### config.mk
export PLATFORM = sky130hd
export DESIGN_NAME = prefix_vector_agu
export DESIGN_NICKNAME = d
export VERILOG_FILES = /design/src/rtl/pva_pkg.sv /design/src/rtl/pva_classify.sv /design/src/rtl/pva_index_acc.sv /design/src/rtl/pva_disp_acc.sv /design/src/rtl/prefix_vector_agu.sv
export SDC_FILE = /design/constraint.sdc
export NUM_CORES = 1
export LEC_CHECK = 0
export BUFFER_PORTS_ARGS = -buffer_cell sky130_fd_sc_hd__clkbuf_2
export CORE_AREA = 8 8 185 187
export CTS_BUF_LIST = sky130_fd_sc_hd__clkbuf_4 sky130_fd_sc_hd__clkbuf_8
export DETAILED_ROUTE_END_ITERATION = 10
export DIE_AREA = 0 0 193 195
export HOLD_SLACK_MARGIN = 0.05
export PLACE_DENSITY = 0.92
export SYNTH_ARGS = -nofsm -noshare
export SYNTH_HDL_FRONTEND = slang
export SYNTH_HIERARCHICAL = 1
export SYNTH_SLANG_ARGS = --single-unit
### constraint.sdc
create_clock -name clk -period 16.5 [get_ports clk]
set_input_delay 1.65 -clock clk [delete_from_list [all_inputs] [get_ports clk]]
set_output_delay 1.65 -clock clk [all_outputs]
set_load 0.005 [all_outputs]
### src/rtl/pva_pkg.sv
// Shared definitions for the prefix vector address calculator.
// Assumes digits 0..9 name registers; codes 10..15 are never register names.
package pva_pkg;
    localparam int NREG = 10;

    // Action a non-terminating prefix takes on the vector state.
    typedef enum logic [1:0] {
        ACT_FIRST   = 2'd0,
        ACT_ADD     = 2'd1,
        ACT_DBL_ADD = 2'd2,
        ACT_DBL     = 2'd3
    } pva_act_e;

    // A byte closes the vector when it is zero or has a non-decimal nibble.
    function automatic logic is_terminator(input logic [7:0] b);
        return (b == 8'h00) || (b[7:4] > 4'd9) || (b[3:0] > 4'd9);
    endfunction
endpackage

### src/rtl/pva_classify.sv
// Classifies the incoming byte: terminator or one of four prefix actions.
// Assumes used_i holds one bit per decimal register already in the index sum.
module pva_classify
    import pva_pkg::*;
(
    input  logic [7:0]      byte_i,
    input  logic            active_i,
    input  logic [3:0]      base_i,
    input  logic [NREG-1:0] used_i,
    output logic            term_o,
    output pva_act_e        act_o
);
    logic [3:0] hi;
    logic       seen;

    // Look up whether the named register is already in the sum.
    always_comb begin
        hi   = byte_i[7:4];
        seen = 1'b0;
        for (int i = 0; i < NREG; i++) begin
            if (hi == 4'(i)) seen = used_i[i];
        end
    end

    // Pick the action from the vector state and the high digit.
    always_comb begin
        term_o = is_terminator(byte_i);
        if (!active_i)        act_o = ACT_FIRST;
        else if (hi == base_i) act_o = ACT_DBL;
        else if (seen)         act_o = ACT_DBL_ADD;
        else                   act_o = ACT_ADD;
    end
endmodule

### src/rtl/pva_index_acc.sv
// Holds the weighted index sum and the set of registers used in it.
// Emits the rotate (doubled) and shift (added) strobes one cycle after a step.
// Assumes step_i and clear_i are never high together.
module pva_index_acc
    import pva_pkg::*;
#(
    parameter int AW = 32
) (
    input  logic            clk,
    input  logic            rst_n,
    input  logic            step_i,
    input  logic            clear_i,
    input  pva_act_e        act_i,
    input  logic [3:0]      hi_i,
    input  logic [AW-1:0]   rd_data_i,
    output logic [AW-1:0]   idx_o,
    output logic [NREG-1:0] used_o,
    output logic            rot_o,
    output logic            shf_o
);
    logic [NREG-1:0] hi_bit;

    // One-hot form of the register digit.
    always_comb begin
        hi_bit = '0;
        for (int i = 0; i < NREG; i++) hi_bit[i] = (hi_i == 4'(i));
    end

    // Update the index sum, the used set and the strobes.
    always_ff @(posedge clk) begin
        if (!rst_n) begin
            idx_o  <= '0;
            used_o <= '0;
            rot_o  <= 1'b0;
            shf_o  <= 1'b0;
        end else begin
            rot_o <= 1'b0;
            shf_o <= 1'b0;
            if (clear_i) begin
                idx_o  <= '0;
                used_o <= '0;
            end else if (step_i) begin
                unique case (act_i)
                    ACT_ADD: begin
                        idx_o  <= idx_o + rd_data_i;
                        used_o <= used_o | hi_bit;
                        shf_o  <= 1'b1;
                    end
                    ACT_DBL_ADD: begin
                        idx_o <= (idx_o << 1) + rd_data_i;
                        rot_o <= 1'b1;
                        shf_o <= 1'b1;
                    end
                    ACT_DBL: begin
                        idx_o <= idx_o << 1;
                        rot_o <= 1'b1;
                    end
                    default: ;
                endcase
            end
        end
    end

    // a repeat is only ever decided for a register already in the set
    a_r4_repeat_was_used: assert property (@(posedge clk) disable iff (!rst_n)
        (step_i && act_i == ACT_DBL_ADD) |-> ((used_o & hi_bit) != '0));

    // a base-digit doubling leaves the used set unchanged
    a_r5_used_stable: assert property (@(posedge clk) disable iff (!rst_n)
        (step_i && act_i == ACT_DBL) |=> $stable(used_o));
endmodule

### src/rtl/pva_disp_acc.sv
// Packed BCD displacement shift register and its binary value.
// Assumes DW is a multiple of 4; the oldest digit is dropped on overflow.
module pva_disp_acc #(
    parameter int AW = 32,
    parameter int DW = 32
) (
    input  logic          clk,
    input  logic          rst_n,
    input  logic          step_i,
    input  logic          clear_i,
    input  logic [3:0]    digit_i,
    output logic [DW-1:0] disp_o,
    output logic [AW-1:0] bin_o
);
    localparam int NDIG = DW / 4;

    // Shift in one digit per prefix, clear at the end of a vector.
    always_ff @(posedge clk) begin
        if (!rst_n)       disp_o <= '0;
        else if (clear_i) disp_o <= '0;
        else if (step_i)  disp_o <= {disp_o[DW-5:0], digit_i};
    end

    // Decimal to binary, most significant digit first, modulo 2^AW.
    always_comb begin
        bin_o = '0;
        for (int i = NDIG - 1; i >= 0; i--) begin
            bin_o = (bin_o << 3) + (bin_o << 1) + AW'(disp_o[i*4 +: 4]);
        end
    end

    // the newest digit lands in the least significant nibble
    a_r2_low_digit: assert property (@(posedge clk) disable iff (!rst_n)
        step_i |=> (disp_o[3:0] == $past(digit_i)));
endmodule

### src/rtl/prefix_vector_agu.sv
// Top of the prefix vector address calculator.
// Accepts prefix bytes, reads registers through a combinational port,
// and produces base + weighted index + decimal displacement on a terminator.
// Assumes register values stay stable while a vector is being built.
module prefix_vector_agu
    import pva_pkg::*;
#(
    parameter int AW = 32,
    parameter int DW = 32
) (
    input  logic          clk,
    input  logic          rst_n,
    input  logic          mode_n,
    input  logic          en_n,
    input  logic          base_le_n,
    input  logic [7:0]    pfx_i,
    output logic [3:0]    rd_idx_o,
    input  logic [AW-1:0] rd_data_i,
    output logic [3:0]    base_idx_o,
    output logic          rotate_o,
    output logic          shift_o,
    output logic          addr_valid_o,
    output logic [AW-1:0] addr_o,
    output logic [DW-1:0] disp_bcd_o
);
    logic            active_q;
    logic [3:0]      base_q;
    logic [AW-1:0]   bval_q;
    logic            term;
    pva_act_e        act;
    logic [AW-1:0]   idx;
    logic [NREG-1:0] used;
    logic [DW-1:0]   disp;
    logic [AW-1:0]   disp_bin;
    logic            take, pfx_step, term_hit, abandon, clear;

    // Decode the control inputs into step and clear events.
    always_comb begin
        take     = !en_n && !mode_n;
        pfx_step = take && !term;
        term_hit = take && term;
        abandon  = !en_n && mode_n;
        clear    = term_hit || abandon;
        rd_idx_o = pfx_i[7:4];
    end

    pva_classify i_classify (
        .byte_i   (pfx_i),
        .active_i (active_q),
        .base_i   (base_q),
        .used_i   (used),
        .term_o   (term),
        .act_o    (act)
    );

    pva_index_acc #(.AW(AW)) i_index (
        .clk       (clk),
        .rst_n     (rst_n),
        .step_i    (pfx_step),
        .clear_i   (clear),
        .act_i     (act),
        .hi_i      (pfx_i[7:4]),
        .rd_data_i (rd_data_i),
        .idx_o     (idx),
        .used_o    (used),
        .rot_o     (rotate_o),
        .shf_o     (shift_o)
    );

    pva_disp_acc #(.AW(AW), .DW(DW)) i_disp (
        .clk     (clk),
        .rst_n   (rst_n),
        .step_i  (pfx_step),
        .clear_i (clear),
        .digit_i (pfx_i[3:0]),
        .disp_o  (disp),
        .bin_o   (disp_bin)
    );

    // Track the open vector and capture the base register and its value.
    always_ff @(posedge clk) begin
        if (!rst_n) begin
            active_q <= 1'b0;
            base_q   <= '0;
            bval_q   <= '0;
        end else if (clear) begin
            active_q <= 1'b0;
            base_q   <= '0;
            bval_q   <= '0;
        end else if (pfx_step && !active_q) begin
            active_q <= 1'b1;
            base_q   <= pfx_i[7:4];
            bval_q   <= rd_data_i;
        end
    end

    // Latch the base index output when enabled on a first prefix.
    always_ff @(posedge clk) begin
        if (!rst_n)
            base_idx_o <= '0;
        else if (pfx_step && !active_q && !base_le_n)
            base_idx_o <= pfx_i[7:4];
    end

    // Present the finished address for one cycle after a terminator.
    always_ff @(posedge clk) begin
        if (!rst_n) begin
            addr_valid_o <= 1'b0;
            addr_o       <= '0;
            disp_bcd_o   <= '0;
        end else begin
            addr_valid_o <= term_hit && active_q;
            if (term_hit && active_q) begin
                addr_o     <= bval_q + idx + disp_bin;
                disp_bcd_o <= disp;
            end
        end
    end

    // the valid pulse lasts one cycle
    a_r6_valid_single: assert property (@(posedge clk) disable iff (!rst_n)
        addr_valid_o |=> !addr_valid_o);

    // the vector state is gone when the address is shown
    a_r6_cleared: assert property (@(posedge clk) disable iff (!rst_n)
        addr_valid_o |-> (!active_q && used == '0));

    // a first prefix fires no strobe
    a_r1_first_quiet: assert property (@(posedge clk) disable iff (!rst_n)
        (pfx_step && !active_q) |=> (!rotate_o && !shift_o));

    // an idle cycle changes no output pulse
    a_r8_idle_quiet: assert property (@(posedge clk) disable iff (!rst_n)
        en_n |=> (!rotate_o && !shift_o && !addr_valid_o));

    // an abandon produces no pulse
    a_r9_abandon_quiet: assert property (@(posedge clk) disable iff (!rst_n)
        abandon |=> (!rotate_o && !shift_o && !addr_valid_o));
endmodule

=== Word-level counts from Yosys, hierarchy flattened ===
Cells that the tools add are included.
W data, S select, Z words.

* Multiplexer cells: 16
* $add $sub $neg: 18
* Reduce and logical (&&, ||, !) cells: 24
* Equal/unequal tests: 13
* Bitwise logic cells: 3
* $lt $le $gt $ge: 2

{| class="wikitable"
|+ Operators with widths
! cell !! count
|-
| $add A32 B32 Y32 || 5
|-
| $pmux W32 S3 || 1
|-
| $add A32 B4 Y32 || 1
|-
| $add A31 B31 Y31 || 1
|-
| $add A31 B4 Y31 || 1
|-
| $add A30 B30 Y30 || 1
|-
| $add A30 B4 Y30 || 1
|-
| $add A29 B29 Y29 || 1
|-
| $add A29 B4 Y29 || 1
|-
| $add A28 B28 Y28 || 1
|-
| $add A28 B4 Y28 || 1
|-
| $add A27 B4 Y27 || 1
|-
| $eq A4 B3 Y1 const B || 4
|-
| $add A12 B10 Y13 || 1
|-
| $mux W1 || 12
|-
| $or A10 B10 Y10 || 1
|-
| $add A8 B4 Y9 || 1
|-
| $add A7 B5 Y8 || 1
|-
| $eq A4 B2 Y1 const B || 2
|-
| $eq A4 B4 Y1 const B || 2
|-
| $gt A4 B4 Y1 const B || 2
|-
| $logic_not A8 Y1 || 1
|-
| $logic_and A1 B1 Y1 || 7
|-
| $mux W2 || 3
|-
| 12 further kinds || 23
|}

* Input bits: 45
* Logic and storage cells: 88
* Output and inout bits: 75
* Register bits after elaboration: 182

=== Longest topological paths before layout ===
* Depth in word-level cells: 17
* Mapped depth: 62
* Depth with buffers taken out: 61

=== Hierarchy ===
Netlist, hierarchy kept.

{| class="wikitable"
|+ By module, submodules not included
! module !! area an instance (µm²) !! sequential area each (µm²) !! cells an instance !! times used
|-
| pva_disp_acc || 8,057.7 || 640.6 || 958 || 1
|-
| prefix_vector_agu || 6,406.1 || 2,122.0 || 772 || 1
|-
| pva_index_acc || 5,417.7 || 880.8 || 720 || 1
|-
| pva_classify || 207.7 || 0.0 || 26 || 1
|}

=== Worst setup path before layout ===
No wires, ideal clock.

* Path type: reg-to-reg
* Start point: register i_disp.disp_o[27]
* End point: register addr_o[31]
* Clock period less this slack: 13,262 ps
* Cell stages (with the launch flop): 55
* Library setup time: 136 ps
* Data arrival time: 13,126 ps
* Setup slack: 3,238 ps
* Buffers on the path: 1
* Required time: 16,364 ps
* Cell sequence: dfxtp_1 fa_1 inv_1 fa_1 inv_1 ha_1 ha_1 a21oi_1 o21bai_1 a21oi_1 xnor2_1 ha_1 and3_1 a221oi_2 xnor2_1 or4b_4 xor2_1 ha_1 [... 19 more ...] nor2_1 xnor2_1 ha_1 ha_1 a21o_1 a21o_1 a221oi_4 o21ai_2 or4b_1 nand3_1 fa_1 ha_1 clkbuf_1 and3_1 a311oi_1 mux2_2 o211ai_1 o311ai_1

* Longest elaborated chain between the ends: 14

{| class="wikitable"
|+ Ends and longest elaborated chain
! what !! line !! source
|-
| from (decl) || pva_disp_acc.sv:12 || <nowiki>output logic [DW-1:0] disp_o,</nowiki>
|-
| from (signal assigned) || pva_disp_acc.sv:21 || <nowiki>else if (step_i) disp_o <= {disp_o[DW-5:0], digit_i};</nowiki>
|-
| $add A8 B4 Y9 || pva_disp_acc.sv:28 || <nowiki>bin_o = (bin_o << 3) + (bin_o << 1) + AW'(disp_o[i*4 +: 4]);</nowiki>
|-
| $add A12 B10 Y13 || pva_disp_acc.sv:28 ||
|-
| $add A27 B4 Y27 || pva_disp_acc.sv:28 ||
|-
| $add A28 B28 Y28 || pva_disp_acc.sv:28 ||
|-
| $add A28 B4 Y28 || pva_disp_acc.sv:28 ||
|-
| $add A29 B29 Y29 || pva_disp_acc.sv:28 ||
|-
| $add A29 B4 Y29 || pva_disp_acc.sv:28 ||
|-
| $add A30 B30 Y30 || pva_disp_acc.sv:28 ||
|-
| $add A30 B4 Y30 || pva_disp_acc.sv:28 ||
|-
| $add A31 B31 Y31 || pva_disp_acc.sv:28 ||
|-
| $add A31 B4 Y31 || pva_disp_acc.sv:28 ||
|-
| $add A32 B32 Y32 || pva_disp_acc.sv:28 ||
|-
| $add A32 B4 Y32 || pva_disp_acc.sv:28 ||
|-
| named net disp_bin[28] || prefix_vector_agu.sv:34 || <nowiki>logic [AW-1:0] disp_bin;</nowiki>
|-
| $add A32 B32 Y32 || prefix_vector_agu.sv:114 || <nowiki>addr_o <= bval_q + idx + disp_bin;</nowiki>
|-
| to (signal assigned) || prefix_vector_agu.sv:114 ||
|-
| to (decl) || prefix_vector_agu.sv:23 || <nowiki>output logic [AW-1:0] addr_o,</nowiki>
|}

The timed path passes the listed nets, and every way through them passes these cells.
A chain may end at the register's enable or synchronous reset.

=== Worst setup path after layout ===
Ends and elaborated chain as after synthesis.

==> impl_table.tex <==
\begin{tabular}{lr}
\hline
Metric & Value \\
\hline
\multicolumn{2}{l}{\textbf{Run status}} \\
\quad Status & complete, no violations \\
\multicolumn{2}{l}{\textbf{Die}} \\
\quad Die footprint & 37600 um2 \\
\quad I/O pins & 120 \\
\quad Die extent in y & 195 um \\
\quad CORE AREA & 31200 um2 \\
\quad Horizontal extent of the die & 193 um \\
\quad Starting density of the core & 0.643 \\
\quad Site Rows & 65 \\
\multicolumn{2}{l}{\textbf{Logic synthesis}} \\
\quad Mean cell area of the mapped netlist & 8.11 um2 \\
\quad FFs w/ async S/R, synth & 0 \\
\quad Main flop type after synthesis & sky130\_fd\_sc\_hd\_\_dfxtp\_1 \\
\quad Seq/Total Area, Yosys & 0.181 \\
\quad EDFF count, synth & 0 \\
\quad Ys Warns & 6 \\
\quad Syn Std Cell Area & 20100 um2 \\
\quad Post-synthesis instance total & 2476 \\
\quad Distinct cell type count after synthesis & 112 \\
\quad Number of storage elements in the synthesis netlist & 182 \\
\multicolumn{2}{l}{\textbf{Clock network}} \\
\quad Root Driver & sky130\_fd\_sc\_hd\_\_clkbuf\_8 \\
\quad Number of buffers created by CTS & 17 \\
\quad Worst-skew pair later-pin latency & 0.51 ns \\
\quad Total setup buffers inserted after CTS & 0 \\
\quad Number of clock sinks & 182 \\
\quad Resized cells post-CTS & 0 \\
\quad Htree depth & 4 \\
\quad Hold buffers post-CTS & 0 \\
\quad Buffer depth of the longest clock path & 2 \\
\quad Clock slew at the register clock pins of the worst setup and hold paths & 0.12 ns \\
\quad Clock tree from TritonCTS & yes \\
\multicolumn{2}{l}{\textbf{Cells and area}} \\
\quad \# diodes & 0 \\
\quad FF+latch area & 3640 um2 \\
\quad Fraction of final layout cells with drive strength greater than 1 & 0.0944 \\
\quad Number of inserted filler cells in the final layout & 2376 \\
\quad Area grow syn2layout & 6.28\% \\
\quad Area occupied by multi-input gates & 15700 um2 \\
\quad Number of nets in the layout & 2933 \\
\quad Final Core Density & 0.684 \\
\multicolumn{2}{l}{\textbf{Worst setup path}} \\
\quad Top fanout value on the critical path & 8 \\
\quad Crit path capture type & flip-flop \\
\quad Crit path launch & i\_disp/disp\_o[27] \\
\quad Required time at the worst-slack endpoint & 16.90 ns \\
\quad Crit start category & flip-flop \\
\quad Slowest Stage Delay on Critical Path & 0.58 ns \\
\quad FF-to-FF Start & i\_disp/disp\_o[27] \\
\quad Cell with the largest stage delay on the worst path & sky130\_fd\_sc\_hd\_\_fa\_1 \\
\quad Cell with the most instances on the worst path & sky130\_fd\_sc\_hd\_\_ha\_1 \\
\quad Critical path data arrival time & 14.87 ns \\
\quad Critical path start-end classification & reg -> reg \\
\multicolumn{2}{l}{\textbf{Worst hold path}} \\
\quad Class of the worst hold path & reg -> reg \\
\quad Hold path start & addr\_o[11] \\
\multicolumn{2}{l}{\textbf{Power and ir drop}} \\
\quad Internal power of the cells & 639 uW \\
\quad Sequential group share of total power & 0.468 \\
\quad Highest ir drop seen on vdd & 50.1 uV \\
\quad Static leakage power & 0.0102 uW \\
\quad Switching Share & 0.330 \\
\quad Part of the power in the clock network & 0.355 \\
\quad Gate power share & 0.177 \\
\quad Switch Pwr & 316 uW \\
\quad Power per Cell Area & 44.7 nW/um2 \\
\multicolumn{2}{l}{\textbf{Timing}} \\
\quad Count of final hold-check violations & 0 \\
\quad Worst slew pin tran & 1.26 ns \\
\quad Highest attainable clock frequency & 69.1 MHz \\
\quad Unrepaired setup endpoints after global routing & no \\
\quad Worst clock skew on the final layout & 0.0233 ns \\
\quad Final Max Tran Viols & 0 \\
\quad Final sum of negative setup slack & 0 ns \\
\quad Crit path time final & 14.47 ns \\
\quad Endpoints failing setup & 0 \\
\quad Worst max-slew margin expressed relative to the limit & 0.162 \\
\quad Share of the cycle needed by the critical path after routing & 0.877 \\
\multicolumn{2}{l}{\textbf{Global routing}} \\
\quad Overall overflow remaining after global route & 0 \\
\quad Pin count of the biggest net entering global routing & 92 \\
\quad All-Layer GR Usage & 0.283 \\
\quad Initial antenna violation count & 1 \\
\quad First-pass GRT wire length & 89.6 mm \\
\quad Via count of the first global-routing pass & 19000 \\
\multicolumn{2}{l}{\textbf{Route}} \\
\quad Total via count after detailed routing & 19400 \\
\quad Average via count per standard cell & 6.58 \\
\quad Post-route ant nets & 0 \\
\quad Iteration-0 DRC Markers & 1565 \\
\quad Detailed Route WL & 54.8 mm \\
\quad Post-detailed-route DRC marker count & 0 \\
\quad Detailed-routing iteration count for the pre-antenna-repair pass & 7 \\
\quad Detailed-route wire length per cell & 18.6 um \\
\multicolumn{2}{l}{\textbf{Placement}} \\
\quad Global placer's final weighted congestion & 0.993 \\
\quad Final HPWL DP & 42.6 mm \\
\quad Number of I/O port buffers & 119 \\
\multicolumn{2}{l}{\textbf{Job}} \\
\quad Total of max-cap violations & 0 \\
\hline
\end{tabular}
-- metal layers --
metal	global-route usage	part of all wire	vias up
met5	0	0.00024	-
met2	0.495	0.49	784
met1	0.338	0.41	9199
li1	-	-	9182
met4	0.133	0.045	2
met3	0.0331	0.057	213
-- per-stage QoR --
step	area (um2)	hold slack, ns	total power (uW)	worst slack, ns	cells
after detailed placement	20900	0.447	620	2.20	2913
after global routing	21400	0.484	986	1.21	2945
final	21400	0.467	955	2.03	2945
after CTS	21400	0.466	950	2.15	2945
after floorplan	20100	0.431	576	3.24	2479
after global placement	20900	0.441	614	2.81	2913
-- power by group through the flow --
| stage | clock (uW) | sequential (uW) | combinational, uW |
|---|---|---|---|
| floorplan | 0 | 455 | 120 |
| global placement | 0 | 457 | 157 |
| detailed placement | 0 | 457 | 163 |
| CTS | 339 | 447 | 165 |
| global route | 354 | 447 | 185 |
| finish | 339 | 447 | 169 |
-- worst max-delay path: cells and delay by family (launching register included) --
kind | cells | cell delay [ns]
XOR/XNOR | 7 | 1.41
adder cells (fa/ha/maj) | 15 | 5.30
flip-flops | 1 | 0.37
buffers and inverters | 2 | 0.13
AO/OA/AOI/OAI | 21 | 4.47
multiplexers | 1 | 0.38
AND/OR/NAND/NOR | 9 | 2.29
-- synthesized netlist by cell type (47+ instances only) --
library cell | number | area share
sky130_fd_sc_hd__fa_1 | 48 | 0.048
sky130_fd_sc_hd__ha_1 | 310 | 0.19
sky130_fd_sc_hd__a21o_1 | 71 | 0.027
sky130_fd_sc_hd__nand2_1 | 263 | 0.049
sky130_fd_sc_hd__nor2_1 | 165 | 0.031
sky130_fd_sc_hd__xnor2_1 | 110 | 0.048
sky130_fd_sc_hd__mux2i_1 | 47 | 0.023
sky130_fd_sc_hd__clkbuf_1 | 67 | 0.013
sky130_fd_sc_hd__inv_1 | 101 | 0.019
sky130_fd_sc_hd__a21oi_1 | 256 | 0.064
sky130_fd_sc_hd__nand3_1 | 71 | 0.018
sky130_fd_sc_hd__o21ai_0 | 111 | 0.028
sky130_fd_sc_hd__dfxtp_1 | 182 | 0.18
-- cell usage in the layout (no fill, tap or decap), drive strengths merged, types with 21 or more instances in the layout --
cell / Yosys / routed
a211oi: 27 / 27
a21boi: 52 / 52
a21o: 73 / 73
a21oi: 261 / 261
a221oi: 24 / 24
a31oi: 29 / 29
and3: 26 / 26
clkbuf: 69 / 136
dfxtp: 182 / 182
fa: 48 / 48
ha: 310 / 310
inv: 102 / 110
mux2i: 47 / 47
nand2: 263 / 263
nand2b: 21 / 21
nand3: 73 / 73
nand4: 22 / 22
nor2: 166 / 166
nor2b: 24 / 24
nor3: 30 / 30
o211ai: 23 / 23
o21a: 36 / 36
o21ai: 142 / 142
xnor2: 112 / 112
xor2: 46 / 46
-- cell families (layout without fill, tap and decap cells) --
| kind of cell | count (synthesis) | after routing | share of synthesized area |
|---|---|---|---|
| and+or+nand+nor | 728 | 728 | 0.176 |
| muxes | 54 | 54 | 0.0279 |
| DFF | 182 | 182 | 0.181 |
| adders and majority gates | 358 | 358 | 0.241 |
| AOI/OAI and AO/OA | 793 | 793 | 0.263 |
| other | 1 | 4 | 0.000187 |
| xor gates and xnor gates | 158 | 158 | 0.0702 |
| buffers and inverters | 202 | 266 | 0.0402 |
-- area by class of cell --
cell class,count,area share
Clock inverter,15,0.0102
Inverter,102,0.0179
Multi-Input combinational cell,2095,0.734
Sequential cell,182,0.171
Clock buffer,17,0.0110
Tap cell,402,0.0236
Timing Repair Buffer,132,0.0325
-- sequential cells by signal, summed over array words and instances, names as in the netlist --
signal / flops
base_q: 4
i_index/idx_o: 32
active_q: 1
i_index/rot_o: 1
disp_bcd_o: 32
i_index/shf_o: 1
bval_q: 32
addr_valid_o: 1
base_idx_o: 4
i_disp/disp_o: 32
addr_o: 32
i_index/used_o: 10
-- worst paths after layout --
path,endpoint,slack [ns],cells after the start
worst min-delay path,addr_o[11],0.47,2
worst max-delay path,addr_o[31],2.03,55
worst max register to register,addr_o[31],2.03,55
worst min register to register,addr_o[11],0.47,2
Note: power is estimated with default switching activity, not from simulation.
